### src/rtl/bankx_pkg.sv
package bankx_pkg;
    parameter int CPU_AW    = 16;
    parameter int BANK_W    = 4;
    parameter int DATA_W    = 8;
    parameter int REG_COUNT = 2;
    localparam int PHYS_AW  = CPU_AW + BANK_W;
    localparam int IDX_W    = (REG_COUNT > 1) ? $clog2(REG_COUNT) : 1;
    localparam int EXEC_IDX = 0;
    localparam int IND_IDX  = 1;
    typedef logic [BANK_W-1:0] bank_t;
    localparam bank_t RESET_BANK = '1;
endpackage

### src/rtl/bankx_regs.sv
module bankx_regs
    import bankx_pkg::*;
(
    input  logic              clk,
    input  logic              rst_n,
    input  logic              valid,
    input  logic              we,
    input  logic [CPU_AW-1:0] addr,
    input  logic [DATA_W-1:0] wdata,
    output bank_t             exec_bank,
    output bank_t             ind_bank,
    output logic              reg_hit,
    output logic [IDX_W-1:0]  hit_idx
);
    bank_t bank_q [REG_COUNT];

    always_comb begin
        reg_hit = (addr < CPU_AW'(REG_COUNT));
        hit_idx = addr[IDX_W-1:0];
    end

    for (genvar g = 0; g < REG_COUNT; g++) begin : g_bank
        always_ff @(posedge clk) begin
            if (!rst_n)
                bank_q[g] <= RESET_BANK;
            else if (valid && we && reg_hit && hit_idx == IDX_W'(g))
                bank_q[g] <= wdata[BANK_W-1:0];
        end
    end

    assign exec_bank = bank_q[EXEC_IDX];
    assign ind_bank  = bank_q[IND_IDX];


    wr_exec_chk: assert property (@(posedge clk) disable iff (!rst_n)
        (valid && we && addr == CPU_AW'(EXEC_IDX)) |=> exec_bank == $past(wdata[BANK_W-1:0]));

    wr_ind_chk: assert property (@(posedge clk) disable iff (!rst_n)
        (valid && we && addr == CPU_AW'(IND_IDX)) |=> ind_bank == $past(wdata[BANK_W-1:0]));

    hold_chk: assert property (@(posedge clk) disable iff (!rst_n)
        !(valid && we && reg_hit) |=> ($stable(exec_bank) && $stable(ind_bank)));
endmodule

### src/rtl/bankx_addr.sv
module bankx_addr
    import bankx_pkg::*;
(
    input  bank_t              exec_bank,
    input  bank_t              ind_bank,
    input  logic               ind_operand,
    input  logic [CPU_AW-1:0]  addr,
    output logic [PHYS_AW-1:0] phys_addr
);
    bank_t sel_bank;

    always_comb begin
        sel_bank  = ind_operand ? ind_bank : exec_bank;
        phys_addr = {sel_bank, addr};
    end
endmodule

### src/rtl/bankx_rdmux.sv
module bankx_rdmux
    import bankx_pkg::*;
(
    input  logic              reg_hit,
    input  logic [IDX_W-1:0]  hit_idx,
    input  bank_t             exec_bank,
    input  bank_t             ind_bank,
    input  logic [DATA_W-1:0] mem_rdata,
    output logic [DATA_W-1:0] rdata
);
    bank_t reg_val;

    always_comb begin
        reg_val = (hit_idx == IDX_W'(IND_IDX)) ? ind_bank : exec_bank;
        if (reg_hit)
            rdata = {{(DATA_W-BANK_W){1'b0}}, reg_val};
        else
            rdata = mem_rdata;
    end
endmodule

### src/rtl/bank_addr_ext.sv
module bank_addr_ext
    import bankx_pkg::*;
(
    input  logic               clk,
    input  logic               rst_n,
    input  logic               bus_valid,
    input  logic               bus_we,
    input  logic [CPU_AW-1:0]  bus_addr,
    input  logic [DATA_W-1:0]  bus_wdata,
    input  logic               ind_operand,
    input  logic [DATA_W-1:0]  mem_rdata,
    output logic [PHYS_AW-1:0] phys_addr,
    output logic               mem_we,
    output logic [DATA_W-1:0]  mem_wdata,
    output logic [DATA_W-1:0]  bus_rdata
);
    bank_t             exec_bank;
    bank_t             ind_bank;
    logic              reg_hit;
    logic [IDX_W-1:0]  hit_idx;

    bankx_regs u_regs (
        .clk       (clk),
        .rst_n     (rst_n),
        .valid     (bus_valid),
        .we        (bus_we),
        .addr      (bus_addr),
        .wdata     (bus_wdata),
        .exec_bank (exec_bank),
        .ind_bank  (ind_bank),
        .reg_hit   (reg_hit),
        .hit_idx   (hit_idx)
    );

    bankx_addr u_addr (
        .exec_bank   (exec_bank),
        .ind_bank    (ind_bank),
        .ind_operand (ind_operand),
        .addr        (bus_addr),
        .phys_addr   (phys_addr)
    );

    bankx_rdmux u_rdmux (
        .reg_hit   (reg_hit),
        .hit_idx   (hit_idx),
        .exec_bank (exec_bank),
        .ind_bank  (ind_bank),
        .mem_rdata (mem_rdata),
        .rdata     (bus_rdata)
    );

    always_comb begin
        mem_we    = bus_valid && bus_we;
        mem_wdata = bus_wdata;
    end


    upper_zero_chk: assert property (@(posedge clk) disable iff (!rst_n)
        (bus_addr < CPU_AW'(REG_COUNT)) |-> bus_rdata[DATA_W-1:BANK_W] == '0);

    next_bank_chk: assert property (@(posedge clk) disable iff (!rst_n)
        (bus_valid && bus_we && bus_addr == CPU_AW'(EXEC_IDX))
        |=> (ind_operand || phys_addr[PHYS_AW-1:CPU_AW] == $past(bus_wdata[BANK_W-1:0])));

    ind_path_chk: assert property (@(posedge clk) disable iff (!rst_n)
        ind_operand |-> phys_addr[PHYS_AW-1:CPU_AW] == ind_bank);
endmodule

### config.mk
export PLATFORM = sky130hd
export DESIGN_NAME = bank_addr_ext
export DESIGN_NICKNAME = d
export VERILOG_FILES = /design/src/rtl/bankx_pkg.sv /design/src/rtl/bankx_regs.sv /design/src/rtl/bankx_addr.sv /design/src/rtl/bankx_rdmux.sv /design/src/rtl/bank_addr_ext.sv
export SDC_FILE = /design/constraint.sdc
export NUM_CORES = 1
export LEC_CHECK = 0
export ABC_CLOCK_PERIOD_IN_PS = 1660
export CAP_MARGIN = 20
export CORE_ASPECT_RATIO = 1.25
export CORE_UTILIZATION = 40
export DETAILED_ROUTE_END_ITERATION = 7
export DONT_BUFFER_PORTS = 1
export PLACE_DENSITY = 0.55
export SYNTH_ARGS = -nofsm -noshare
export SYNTH_HDL_FRONTEND = slang
export SYNTH_SLANG_ARGS = --single-unit
### constraint.sdc
create_clock -name clk -period 1.66 [get_ports clk]
set_input_delay 0.083 -clock clk [delete_from_list [all_inputs] [get_ports clk]]
set_output_delay 0.083 -clock clk [all_outputs]
set_load 0.01 [all_outputs]
==> impl_metrics.ini, run 1 <==
[timing]
finalSetupTns_ps = 0
final.min_clock_period_ps = 1280
rsz0062_at_grt = no
max_freq_mhz = 781
finalCritPeriodShare_pct = 77.1
setup_violations = 0
hold_viol_final = 0
worstMarginPinSlew_ps = 397
slew_viol_final = 0
slew_headroom_pct = 73.3

[cts]
cts_resized = 0
cts_tree = built
cts_made_buffers = 3
cts.sinks = 8
cts_buffer_depth = 2
htreeDepth = 1
post_cts_buffers = 0
cts.reportedPaths.clkPinSlew_ps = 50
cts_root_buffer = clkbuf_4

[global_route]
grt_pass1_wl_um = 1700
overflow = 0
grt_start_max_net_pins = 17
antenna_found_initial = 0
grt_usage_pct = 11.8
grt_pass1_vias = 385

[setup_path]
worstPathMaxFanout = 16
critical_path_class = in -> out
critPathBufInv = 1
crit_family = simple AND/OR/NAND/NOR gates
start_kind = input pin
end_kind = output port
crit_slowest_cell = nor3_1
crit_chain = nor3_1 > nand4_4 > buf_4 > mux2_4
arrival_ps = 1200
cp.required_ps = 1580
critPathLaunch = bus_addr[2]
critPathMaxStageDelay_ps = 320

[logic_synthesis]
synthCells = 70
synth_most_common_cell = buf_4
async_flop_share_pct = 0
synth_top_area_share_pct = 30.3
yosys.area.top_type = edfxtp_1
synth_nets = 107
synthesis.area_um2 = 792
synth.avg_cell_area_um2 = 11.3
synth_edf_count = 8
yosysUniqueCellTypes = 17
synthTopCellsByArea = edfxtp_1, buf_4, mux2_2, nor4_4, mux2_4
ys_seq_elements = 8
ys_seq_area_share_pct = 30.3
yosys_warnings = 0
synthTopCellsByCount = buf_4, edfxtp_1, mux2_2, or3_1
synth-main-ff-cell = edfxtp_1

[routing]
vias_per_cell = 6.03
drt_wl_total_um = 1180
drc = 0
ant_nets = 0
wire_per_inst_um = 16.6
via_count = 428
initialDrtViolationCount = 5
dr.pass1.iters = 4

[floorplan]
start_util_pct = 43.8
die-area_um2 = 2160
dieWidth_um = 41.8
ioPinCount = 74
rows = 17
core-area_um2 = 1810
dieHeight_um = 51.8

[finish]
final_nets = 91
area_growth_pct = -13.1
stdcell_area_um2 = 688
largest_register = u_regs.bank_q
largest_register_ffs = 8
fillers = 180
utilization_pct = 38.1
n_antenna_cell = 0
largestRegisters = u_regs.bank_q: 8 flops
drive_gt1_share_pct = 42.3

[min_path]
hold_path.class = in -> reg
min_from = bus_wdata[3]

[placement]
routabilityCongestion = 0.742
post_dp_cell_area_um2 = 636
io_buffer_count = 0

[power_and_ir_drop]
p_total_mw = 0.446
intPower_mw = 0.351
p_per_area_nw_per_um2 = 649
switchingPower_mw = 0.0951
switching_share_pct = 21.3
p_clk_share_pct = 32.3
power.leakage_nw = 0.237
ir_drop_v = 0.000180
seq_power_share_pct = 53.1
comb_power_share_pct = 14.7

[job]
cap_viol_max_count = 0

[run_status]
outcome = complete, no violations
-- power by group through the flow --
stage                     combinational, mW  clock [mW]  sequential (mW)
after floorplan                       0.115           0            0.239
after global placement               0.0598           0            0.241
after detailed placement             0.0596           0            0.241
after CTS                            0.0601       0.147            0.237
after global routing                 0.0712       0.167            0.238
final                                0.0655       0.144            0.237
-- final timing paths --
kind,cells after the start,endpoint
worst max-delay path,4,bus_rdata[3]
worst min-delay path,1,u_regs.bank_q[0][3]
-- cell usage in the layout, fill, tap and decap left out, drive strengths merged --
cell type,count
mux2,12
or3,8
edfxtp,8
and2,4
nor4,3
clkbuf,3
dlygate4sd3,3
nand2,2
buf,2
nor3,1
nand4,1
inv,1
o21ai,1
o31ai,1
nand3b,1
nand3,1
-- cells by family after synthesis --
family	count (synthesis)	share of synthesized area [%]
AO/OA/AOI/OAI	2	2.21
buffers and inverters	27	25.1
flip-flops	8	30.3
multiplexers	12	19.0
AND/OR/NAND/NOR	21	23.4
-- cell type report --
class,count,area [um2],share of cell area (%)
inverters,1,3.75,0.545
well taps,19,23.8,3.45
repair buffers,5,45.0,6.55
flip-flops and latches,8,240,34.9
multi-input cells,35,353,51.3
clock buffers,3,22.5,3.27
-- per-stage QoR --
| stage | hold WS (ps) | std cells | setup slack [ps] |
|---|---|---|---|
| 2_1_floorplan | 258 | 70 | 215 |
| 3_3_place_gp | 166 | 65 | 223 |
| 3_5_place_dp | 166 | 65 | 160 |
| 4_1_cts | 3.08 | 68 | 348 |
| 5_1_grt | 1.04 | 71 | 293 |
| 6_report | 6.78 | 71 | 380 |
-- what timing repair did --
| action | in CTS | in global routing |
|---|---|---|
| endpoints found under the setup margin | 0 | 0 |
| hold buffers | 0 | 3 |
| endpoints found under the hold margin | 0 | 5 |
-- layer usage --
metal | routed length (um) | up-vias | track usage (%)
met3 | 179 | 7 | 5.56
met1 | 332 | 179 | 10.9
met5 | 0 | - | 0
met2 | 600 | 51 | 16.1
li1 | - | 191 | -
met4 | 70 | 0 | 16.7
Note: power is estimated with default switching activity, not from simulation.
==> run 2, diff against run 1 <==
--- a/config.mk
+++ b/config.mk
@@ -5,7 +5,8 @@
 export SDC_FILE = /design/constraint.sdc
 export NUM_CORES = 1
 export LEC_CHECK = 0
-export ABC_CLOCK_PERIOD_IN_PS = 1660
+export ABC_AREA = 1
+export ABC_CLOCK_PERIOD_IN_PS = 1330
 export CAP_MARGIN = 20
 export CORE_ASPECT_RATIO = 1.25
 export CORE_UTILIZATION = 40
==> constraint.sdc (replaced) <==
create_clock -name clk -period 1.33 [get_ports clk]
set_input_delay 0.0665 -clock clk [delete_from_list [all_inputs] [get_ports clk]]
set_output_delay 0.0665 -clock clk [all_outputs]
set_load 0.01 [all_outputs]
==> run 2 against run 1 <==
Against the previous run: non-clock buffer count decreased by 3; power rose by 24%; die area decreased by 1.7%; area after synthesis is 1.7% lower; critical path depth shrank 2; critical endpoint is now phys_addr[17]; largest cell class unchanged.
==> impl_metrics.ini, run 2 <==
[global_route]
grt_pass1_vias = 536
grt_usage_pct = 13.3
grt_start_max_net_pins = 13
grt_pass1_wl_um = 2080
overflow = 0
antenna_found_initial = 0

[setup_path]
critPathMaxStageDelay_ps = 330
arrival_ps = 950
worstPathMaxFanout = 2
cp.required_ps = 1260
critical_path_class = reg -> out
start_kind = register
crit_chain = inv_1 > o21ai_0
end_kind = output port
crit_slowest_cell = edfxtp_1

[logic_synthesis]
synth_adder_area_share_pct = 0
yosys.area.top_type = edfxtp_1
synth_top_family_by_area = buffers and inverters
async_flop_share_pct = 0
synthCells = 110
synth.avg_cell_area_um2 = 7.07
synth_most_common_cell = nand2_1
synth_top_area_share_pct = 30.9
ys_seq_area_share_pct = 30.9
synthXorXnorAreaFrac_pct = 0
synthTopCellsByArea = edfxtp_1, buf_4, nand2_1, inv_1, nand4_1
yosys-mux-area-fraction_pct = 0
synth_nets = 147
synthTopCellsByCount = nand2_1, buf_4, inv_1
synthesis.area_um2 = 778
yosys_warnings = 0
synthSimpleGateAreaFrac_pct = 32.0
ys_seq_elements = 8
synth_edf_count = 8
synth-main-ff-cell = edfxtp_1
synth_compound_area_share_pct = 5.14
yosysUniqueCellTypes = 15

[floorplan]
dieHeight_um = 51.3
core-area_um2 = 1790
rows = 17
die-area_um2 = 2130
dieWidth_um = 41.5
ioPinCount = 74
start_util_pct = 43.6

[cts]
post_cts_buffers = 0
htreeDepth = 1
cts_buffer_depth = 2
cts_root_buffer = clkbuf_4
cts.reportedPaths.clkPinSlew_ps = 50
cts_made_buffers = 3
cts_tree = built
cts.sinks = 8

[timing]
finalSetupTns_ps = 0
rsz0062_at_grt = no
setup_slack_ps = 310
setup_violations = 0
worstMarginPinSlew_ps = 392
slew_headroom_pct = 73.6
slew_viol_final = 0
finalCritPeriodShare_pct = 76.7
max_freq_mhz = 981
hold_viol_final = 0
final.min_clock_period_ps = 1020

[finish]
stdcell_area_um2 = 656
fillers = 198
largestRegisters = u_regs.bank_q: 8 flops
drive_gt1_share_pct = 12.4
largest_register_ffs = 8
final_common_cell = nand2_1
instances_no_fill = 108
area_growth_pct = -15.8
largest_register = u_regs.bank_q
layout_common_cells = nand2_1, inv_1, nor2_1
regArea_um2 = 240
n_antenna_cell = 0
final_nets = 128
multiInputGateArea_um2 = 289

[routing]
dr.pass1.iters = 2
vias_per_cell = 5.23
ant_nets = 0
drc = 0
drt_wl_total_um = 1300
initialDrtViolationCount = 12
wire_per_inst_um = 12.1
via_count = 565

[power_and_ir_drop]
power.leakage_nw = 0.332
p_per_area_nw_per_um2 = 846
ir_drop_v = 0.000479

[placement]
routabilityCongestion = 0.705
post_dp_cell_area_um2 = 613
dp.cells = 103
io_buffer_count = 0
place_hpwl_um = 1050
dpl_worst_slack_ps = 159

[run_status]
outcome = complete, no violations

[min_path]
hold_path.class = in -> reg

[job]
cap_viol_max_count = 0
-- run 2: changes by cell type after synthesis, sizes merged, moves of 3 or more --
cell	before	now
inv	1	16
nor2	0	14
nand2	2	30
o21ai	1	8
nand4	1	8
and2	4	0
nor4	3	0
or3	8	0
mux2	12	0
-- run 2: kinds of logic after synthesis --
group / Yosys count
simple gates: 52
compound gates: 8
flops: 8
buf+inv: 42
-- run 2: layout make-up --
cell class	count	area share (%)
inverter	16	9.16
multi-input combinational	60	44.1
clock buffer	3	3.44
tap	19	3.63
sequential	8	36.6
timing repair buffer	2	3.05
-- run 2: report_power, final --
part	switching, mW	internal [mW]	total [mW]
Combinational	0.0532	0.0246	0.0777
Clock	0.0788	0.103	0.182
Sequential	0.00525	0.290	0.295
-- run 2: metal layers --
metal	vias to the layer above	part of all wire [%]	track usage [%]
li1	279	-	-
met1	249	39	11.5
met2	33	53	24.5
met3	4	7.2	2.47
met4	0	1.5	13.4
met5	-	0	0
-- run 2: metrics by stage --
stage	hold slack, ps	total power [mW]	util (%)
floorplan	220	0.441	-
detailed placement	133	0.370	34.3
CTS	0.225	0.564	36.7
global placement	133	0.369	34.3
finish	7.28	0.554	36.7
global route	25.9	0.585	36.7
-- run 2: worst paths after layout --
path                  cells after the start             endpoint                 from
worst max-delay path                      2        phys_addr[17]  u_regs.bank_q[0][1]
worst min-delay path                      1  u_regs.bank_q[1][0]                rst_n
-- run 2: critical path, delay by kind of cell (launching register included) --
kind / cells / cell delay [ps]
AOI/OAI and AO/OA: 1 / 330
buffers and inverters: 1 / 50
DFF: 1 / 330
-- run 2: timing repair --
action	in CTS	in global routing
endpoints found under the hold margin	8	0
gates resized for setup	0	0
hold buffers	2	0
